<file path="config.mk">
export PLATFORM = sky130hd
export DESIGN_NAME = pci_cmd_reg
export DESIGN_NICKNAME = d
export VERILOG_FILES = /design/src/rtl/pci_cmd_reg.sv
export SDC_FILE = /design/constraint.sdc
export NUM_CORES = 1
export LEC_CHECK = 0
export CORE_MARGIN = 2
export CORE_UTILIZATION = 23
export DETAILED_ROUTE_END_ITERATION = 12
export PLACE_DENSITY = 0.79
export SETUP_SLACK_MARGIN = 0.5
export SYNTH_ARGS = -nofsm -noshare
export SYNTH_HDL_FRONTEND = slang
export SYNTH_SLANG_ARGS = --single-unit
</file>
<file path="constraint.sdc">
create_clock -name clk -period 1 [get_ports clk]
set_input_delay 0.2 -clock clk [delete_from_list [all_inputs] [get_ports clk]]
set_output_delay 0.2 -clock clk [all_outputs]
set_load 0.01 [all_outputs]
</file>
<file path="src/rtl/pci_cmd_reg.sv">
module pci_cmd_reg #(
  parameter int ADDR_W = 8,
  parameter logic [ADDR_W-1:0] CMD_OFF = 'h04,
  parameter logic [15:0] WMASK = 16'h0147
) (
  input  logic              clk,
  input  logic              hard_rst_n,
  input  logic              soft_rst,
  input  logic [ADDR_W-1:0] cfg_addr,
  input  logic              cfg_wr,
  input  logic [3:0]        cfg_be,
  input  logic [31:0]       cfg_wdata,
  output logic [31:0]       cfg_rdata,
  input  logic              addr_perr_det,
  input  logic              data_perr_det,
  input  logic              master_cycle,
  output logic              perr_pulse,
  output logic              serr_pulse,
  output logic              stat_det_perr_set,
  output logic              stat_dataperr_set,
  output logic              stat_serr_set,
  output logic              bm_en,
  output logic              mem_en,
  output logic              io_en
);
  localparam int SERREN_B = 8;
  localparam int PERREN_B = 6;
  localparam int BMEN_B   = 2;
  localparam int MEMEN_B  = 1;
  localparam int IOEN_B   = 0;

  logic [15:0] cmd_q;
  logic        hit;
  logic        par_rsp, sys_rsp;

  assign hit     = (cfg_addr == CMD_OFF);
  assign par_rsp = cmd_q[PERREN_B];
  assign sys_rsp = cmd_q[SERREN_B] & cmd_q[PERREN_B];

  always_ff @(posedge clk or negedge hard_rst_n) begin
    if (!hard_rst_n) begin
      cmd_q <= '0;
    end else if (cfg_wr && hit) begin
      if (cfg_be[0]) cmd_q[7:0]  <= cfg_wdata[7:0]  & WMASK[7:0];
      if (cfg_be[1]) cmd_q[15:8] <= cfg_wdata[15:8] & WMASK[15:8];
    end
  end

  always_ff @(posedge clk or negedge hard_rst_n) begin
    if (!hard_rst_n) begin
      perr_pulse        <= 1'b0;
      serr_pulse        <= 1'b0;
      stat_det_perr_set <= 1'b0;
      stat_dataperr_set <= 1'b0;
      stat_serr_set     <= 1'b0;
    end else if (soft_rst) begin
      perr_pulse        <= 1'b0;
      serr_pulse        <= 1'b0;
      stat_det_perr_set <= 1'b0;
      stat_dataperr_set <= 1'b0;
      stat_serr_set     <= 1'b0;
    end else begin
      perr_pulse        <= data_perr_det & par_rsp;
      stat_dataperr_set <= data_perr_det & par_rsp & master_cycle;
      serr_pulse        <= addr_perr_det & sys_rsp;
      stat_serr_set     <= addr_perr_det & sys_rsp;
      stat_det_perr_set <= addr_perr_det | data_perr_det;
    end
  end

  assign cfg_rdata = hit ? {16'h0000, cmd_q} : 32'h0;
  assign bm_en     = cmd_q[BMEN_B];
  assign mem_en    = cmd_q[MEMEN_B];
  assign io_en     = cmd_q[IOEN_B];
endmodule


</file>
# Word-level counts from Yosys, hierarchy flattened
# Index checks and enable logic that the tools add are counted.
totals:
  reg_bits: 9
  wordCells: 20
  output_inout_bits: 40
op_classes:
  bitwise_logic: 5
  eq_ne: 1
  n_reduce_logical: 3
  muxes: 5
ops:
  columns: ["operator", "n"]
  rows:
  - ["9-bit 2-to-1 mux", 1]
  - ["8-bit by 3-bit == test with 1-bit output, second input constant", 1]
  - ["1-bit bitwise AND", 4]
  - ["1-bit 2-to-1 mux", 4]
  - ["2-bit AND reduction", 2]
  - ["1-bit logical AND", 1]
  - ["1-bit OR", 1]

# Logic depth before layout (Yosys ltp)
depth:
  ltp_word: 3
  mapped_depth: 3

# Worst setup path before layout
# No wires, ideal clock.
synth_path:
  path_type: "in2reg"
  start: "in cfg_addr[1]"
  end: "reg cmd_q[0]"
  setup_ps: 125
  required_ps: 875
  stages: 3
  slack_ps: -153
  arrival_time_ps: 1028
  cell_sequence: "nor4_4 nand4_2 mux2_2"
synth_between:
  elab_chain_len: 3
synth_rtl:
  columns: ["element", "line_no", "source"]
  rows:
  - ["from (decl)", "9", "input logic [ADDR_W-1:0] cfg_addr,"]
  - ["8-bit by 3-bit == test with 1-bit output", "36", "assign hit = (cfg_addr == CMD_OFF);"]
  - ["1-bit logical AND", "43", "end else if (cfg_wr && hit) begin"]
  - ["2-bit AND reduction (no source line)", null, null]
  - ["to (signal assigned)", "44", "if (cfg_be[0]) cmd_q[7:0] <= cfg_wdata[7:0] & WMASK[7:0];"]
  - ["to (decl)", "32", "logic [15:0] cmd_q;"]
# Every way passes these cells.
# A chain may end at the register's enable or synchronous reset.

# Worst setup path after layout
layout_path:
  start: "in cfg_addr[0]"
  end: "out cfg_rdata[6]"
layout_between:
  elab_chain_len: 2
layout_rtl:
  columns: ["element", "line_no", "source"]
  rows:
  - ["8-bit by 3-bit == test with 1-bit output", "36", null]
  - ["9-bit 2-to-1 mux", "71", "assign cfg_rdata = hit ? {16'h0000, cmd_q} : 32'h0;"]
  - ["to (decl)", "13", "output logic [31:0] cfg_rdata,"]
# Every way passes these cells.

==> results by group <==
Power
  • Fraction of power spent switching nets: 0.254
  • NetSw: 212 µW
  • Power density relative to cell area: 832 nW/µm²
  • Part of the total power dissipated in combinational logic: 0.233
  • Total internal power: 625 µW
  • Clock power share: 0.316
  • LEAKAGE: 0.554 nW
  • Worst IR drop on VDD: 0.399 mV
  • Proportion of power drawn by flip-flops and latches: 0.451

Worst setup path
  • Category of the worst setup path capture point: primary output
  • Reg2Reg Launch Point: cmd_q[6]$_DFFE_PN0P_
  • Data required time of the worst path: 0.80 ns
  • CP Max Fanout: 5
  • Kind of start point of the critical path: input port
  • CP startpoint: cfg_addr[0]
  • Critical path arrival: 1.06 ns
  • Crit Path Class: in2out

STA
  • Setup repair after global routing missed its margin: yes
  • Final-report setup violation count: 13
  • Post-route setup slack: -0.261 ns
  • Clk_skew: 0.00141 ns
  • Achievable frequency: 793 MHz
  • Number of failing hold endpoints at the final stage: 9
  • Post-Route Setup TNS: -2.19 ns
  • Post-route minimum period: 1.26 ns
  • Worst hold margin: -0.0357 ns
  • Post-route clock period utilization: 1.26
  • Final max-slew violation count: 0

Clocking
  • # H-tree levels: 1
  • Number of sinks handled by clock tree synthesis: 9
  • Clock transition at the register clock pins on the worst setup and hold paths after CTS: 0.06 ns
  • Clock buffer count from CTS: 3
  • CTS Root Cell: sky130_fd_sc_hd__clkbuf_4
  • Number of buffers on the longest clock path: 2
  • Clock tree from TritonCTS: yes
  • Source-to-sink clock delay at the later pin of the worst-skew pair: 0.25 ns

Global route
  • M1 GR Usage: 0.103
  • Largest net degree at the start of global routing: 10
  • Vias in the first global route: 475
  • GRT Residual Overflow: 0
  • GR Util met2: 0.150
  • Met3 capacity usage during global routing: 0.0419
  • Number of antenna violations at the first check in global routing: 0
  • First-pass GRT wire length: 2240 µm
  • Busiest layer in global routing: met2
  • Gr usage total: 0.0908

Yosys
  • Number of cells produced by synthesis: 58
  • Area fraction of the dominant cell type after synthesis: 0.361
  • Warnings, synthesis: 0
  • Yosys reg bits: 9
  • Largest cells by area after synthesis: sky130_fd_sc_hd__dfrtp_1 (36%), sky130_fd_sc_hd__buf_4 (34%), sky130_fd_sc_hd__mux2_2 (9.0%), sky130_fd_sc_hd__and3_1 (7.0%), sky130_fd_sc_hd__nor4b_4 (3.8%)
  • Sequential share of the synthesized area: 0.361
  • Synth area leader: sky130_fd_sc_hd__dfrtp_1
  • Post-synthesis area per instance: 10.7 µm²
  • Synthesized cell area: 623 µm²
  • Count of distinct cell types in the synthesized netlist: 12

Place
  • Cell Area, Placed: 941 µm²
  • Last weighted congestion value of the routability-driven placer: 0.732
  • Final HPWL DP: 1130 µm
  • Port Buf Inserts: 34

Floorplanning
  • Initial cell density of the core: 0.247
  • DIE AREA: 3140 µm²
  • Die Ht: 56.1 µm
  • Count of standard-cell rows: 18
  • Die W: 56.1 µm
  • Core region area: 2520 µm²
  • I/O Pins: 91

Drt
  • Per-cell routed wire length: 10.4 µm
  • DRT Pass-1 Iters: 4
  • Residual DRC: 0
  • Routed via count divided by cell count: 3.64
  • Drt first-iter violations: 7
  • Total wire length: 1400 µm
  • Number of vias in the routed layout: 492
  • Antenna Violating Nets Remaining: 0

Cells and area
  • Top library cells by usage in the layout, fill and taps aside: sky130_fd_sc_hd__conb_1 (27), sky130_fd_sc_hd__buf_6 (14), sky130_fd_sc_hd__buf_2 (10)
  • Most common cell after layout, fill and taps aside: sky130_fd_sc_hd__conb_1
  • Proportion of layout cells with a drive suffix above 1: 0.429
  • Nets: 157
  • Final antenna diode count: 0
  • Layout Cell Area excl Fill: 1010 µm²
  • # fillers: 273
  • Synthesis-to-finish area growth: 61.6%

Flow run
  • # Max-Cap Violations: 0

Hold path
  • Hold WC Path Type: in2async

Run status
  • Violated checks: negative hold slack, negative setup slack
  • Outcome: finished with violations
==> cells in the mapped netlist <==
| library cell | n |
|---|---|
| sky130_fd_sc_hd__nand4_1 | 1 |
| sky130_fd_sc_hd__and3_1 | 7 |
| sky130_fd_sc_hd__buf_4 | 28 |
| sky130_fd_sc_hd__dfrtp_1 | 9 |
| sky130_fd_sc_hd__nor2b_1 | 1 |
| sky130_fd_sc_hd__mux2_2 | 5 |
| sky130_fd_sc_hd__conb_1 | 1 |
| sky130_fd_sc_hd__nor2_1 | 2 |
| sky130_fd_sc_hd__nand4_2 | 1 |
| sky130_fd_sc_hd__nor4_4 | 1 |
| sky130_fd_sc_hd__and2_1 | 1 |
| sky130_fd_sc_hd__nor4b_4 | 1 |
==> power by group through the flow <==
stage / Sequential, mW / Combinational (mW) / Clock, mW
final: 0.378 / 0.195 / 0.264
after global routing: 0.379 / 0.211 / 0.302
after CTS: 0.378 / 0.188 / 0.279
after detailed placement: 0.384 / 0.192 / 0
after global placement: 0.384 / 0.188 / 0
after floorplan: 0.386 / 0.139 / 0
==> metrics by stage <==
| step | worst slack (ns) | cells | utilization | power (mW) | hold slack (ns) |
|---|---|---|---|---|---|
| after floorplan | -0.152 | 84 | - | 0.526 | -0.0956 |
| after global placement | -0.984 | 126 | 0.373 | 0.571 | 0.507 |
| after detailed placement | -1.05 | 126 | 0.373 | 0.575 | 0.521 |
| after CTS | -0.288 | 133 | 0.383 | 0.845 | -0.0294 |
| after global routing | -0.339 | 135 | 0.399 | 0.892 | -0.000994 |
| final | -0.261 | 135 | 0.399 | 0.838 | -0.0357 |
==> state kept, by name, indices dropped and copies added, names as in the netlist <==
name / count
perr_pulse: 1
stat_det_perr_set: 1
stat_dataperr_set: 1
stat_serr_set: 1
cmd_q: 5
==> worst paths after layout <==
check                      cells after the start                          end  slack [ns]
min                                            1  stat_dataperr_set$_DFF_PN0_       -0.04
max reg2reg                                    3      stat_serr_set$_DFF_PN0_        0.10
max in group asynchronous                      1         cmd_q[0]$_DFFE_PN0P_        0.77
max                                            6                 cfg_rdata[6]       -0.26
min reg2reg                                    1         cmd_q[0]$_DFFE_PN0P_        0.56
min in group clk                               2  stat_det_perr_set$_DFF_PN0_        0.31
==> repair_timing <==
action / CTS / global route
setup endpoints to repair: 31 / 21
setup buffers: 3 / 2
gates resized for setup: 98 / 5
pin swaps: 9 / 3
hold endpoints to repair: 9 / 9
==> critical path, stage by stage <==
cell and delay (ns):
sky130_fd_sc_hd__buf_6 0.09, sky130_fd_sc_hd__nor4_4 0.24, sky130_fd_sc_hd__buf_4 0.16, sky130_fd_sc_hd__buf_6 0.09
sky130_fd_sc_hd__and3_4 0.17, sky130_fd_sc_hd__buf_6 0.09
==> area by class of cell <==
class                           instances  area, µm²  area share
Tap cell                               30       37.5      0.0373
Timing Repair Buffer                   45        398       0.395
Clock buffer                            4       26.3      0.0261
Sequential cell                         9        225       0.224
Multi-Input combinational cell         47        320       0.318
==> per-layer routing <==
| layer | vias up | wire length [µm] |
|---|---|---|
| li1 | 233 | - |
| met1 | 224 | 493 |
| met2 | 35 | 742 |
| met3 | 0 | 163 |
| met4 | 0 | 0 |
| met5 | - | 0 |
==> cells by family after synthesis <==
group / after synthesis / share of synthesized area
buf+inv: 28 / 0.337
other cells: 1 / 0.00602
simple gates: 15 / 0.205
flops: 9 / 0.361
mux: 5 / 0.0904
Power figures use the tool's default switching activity.
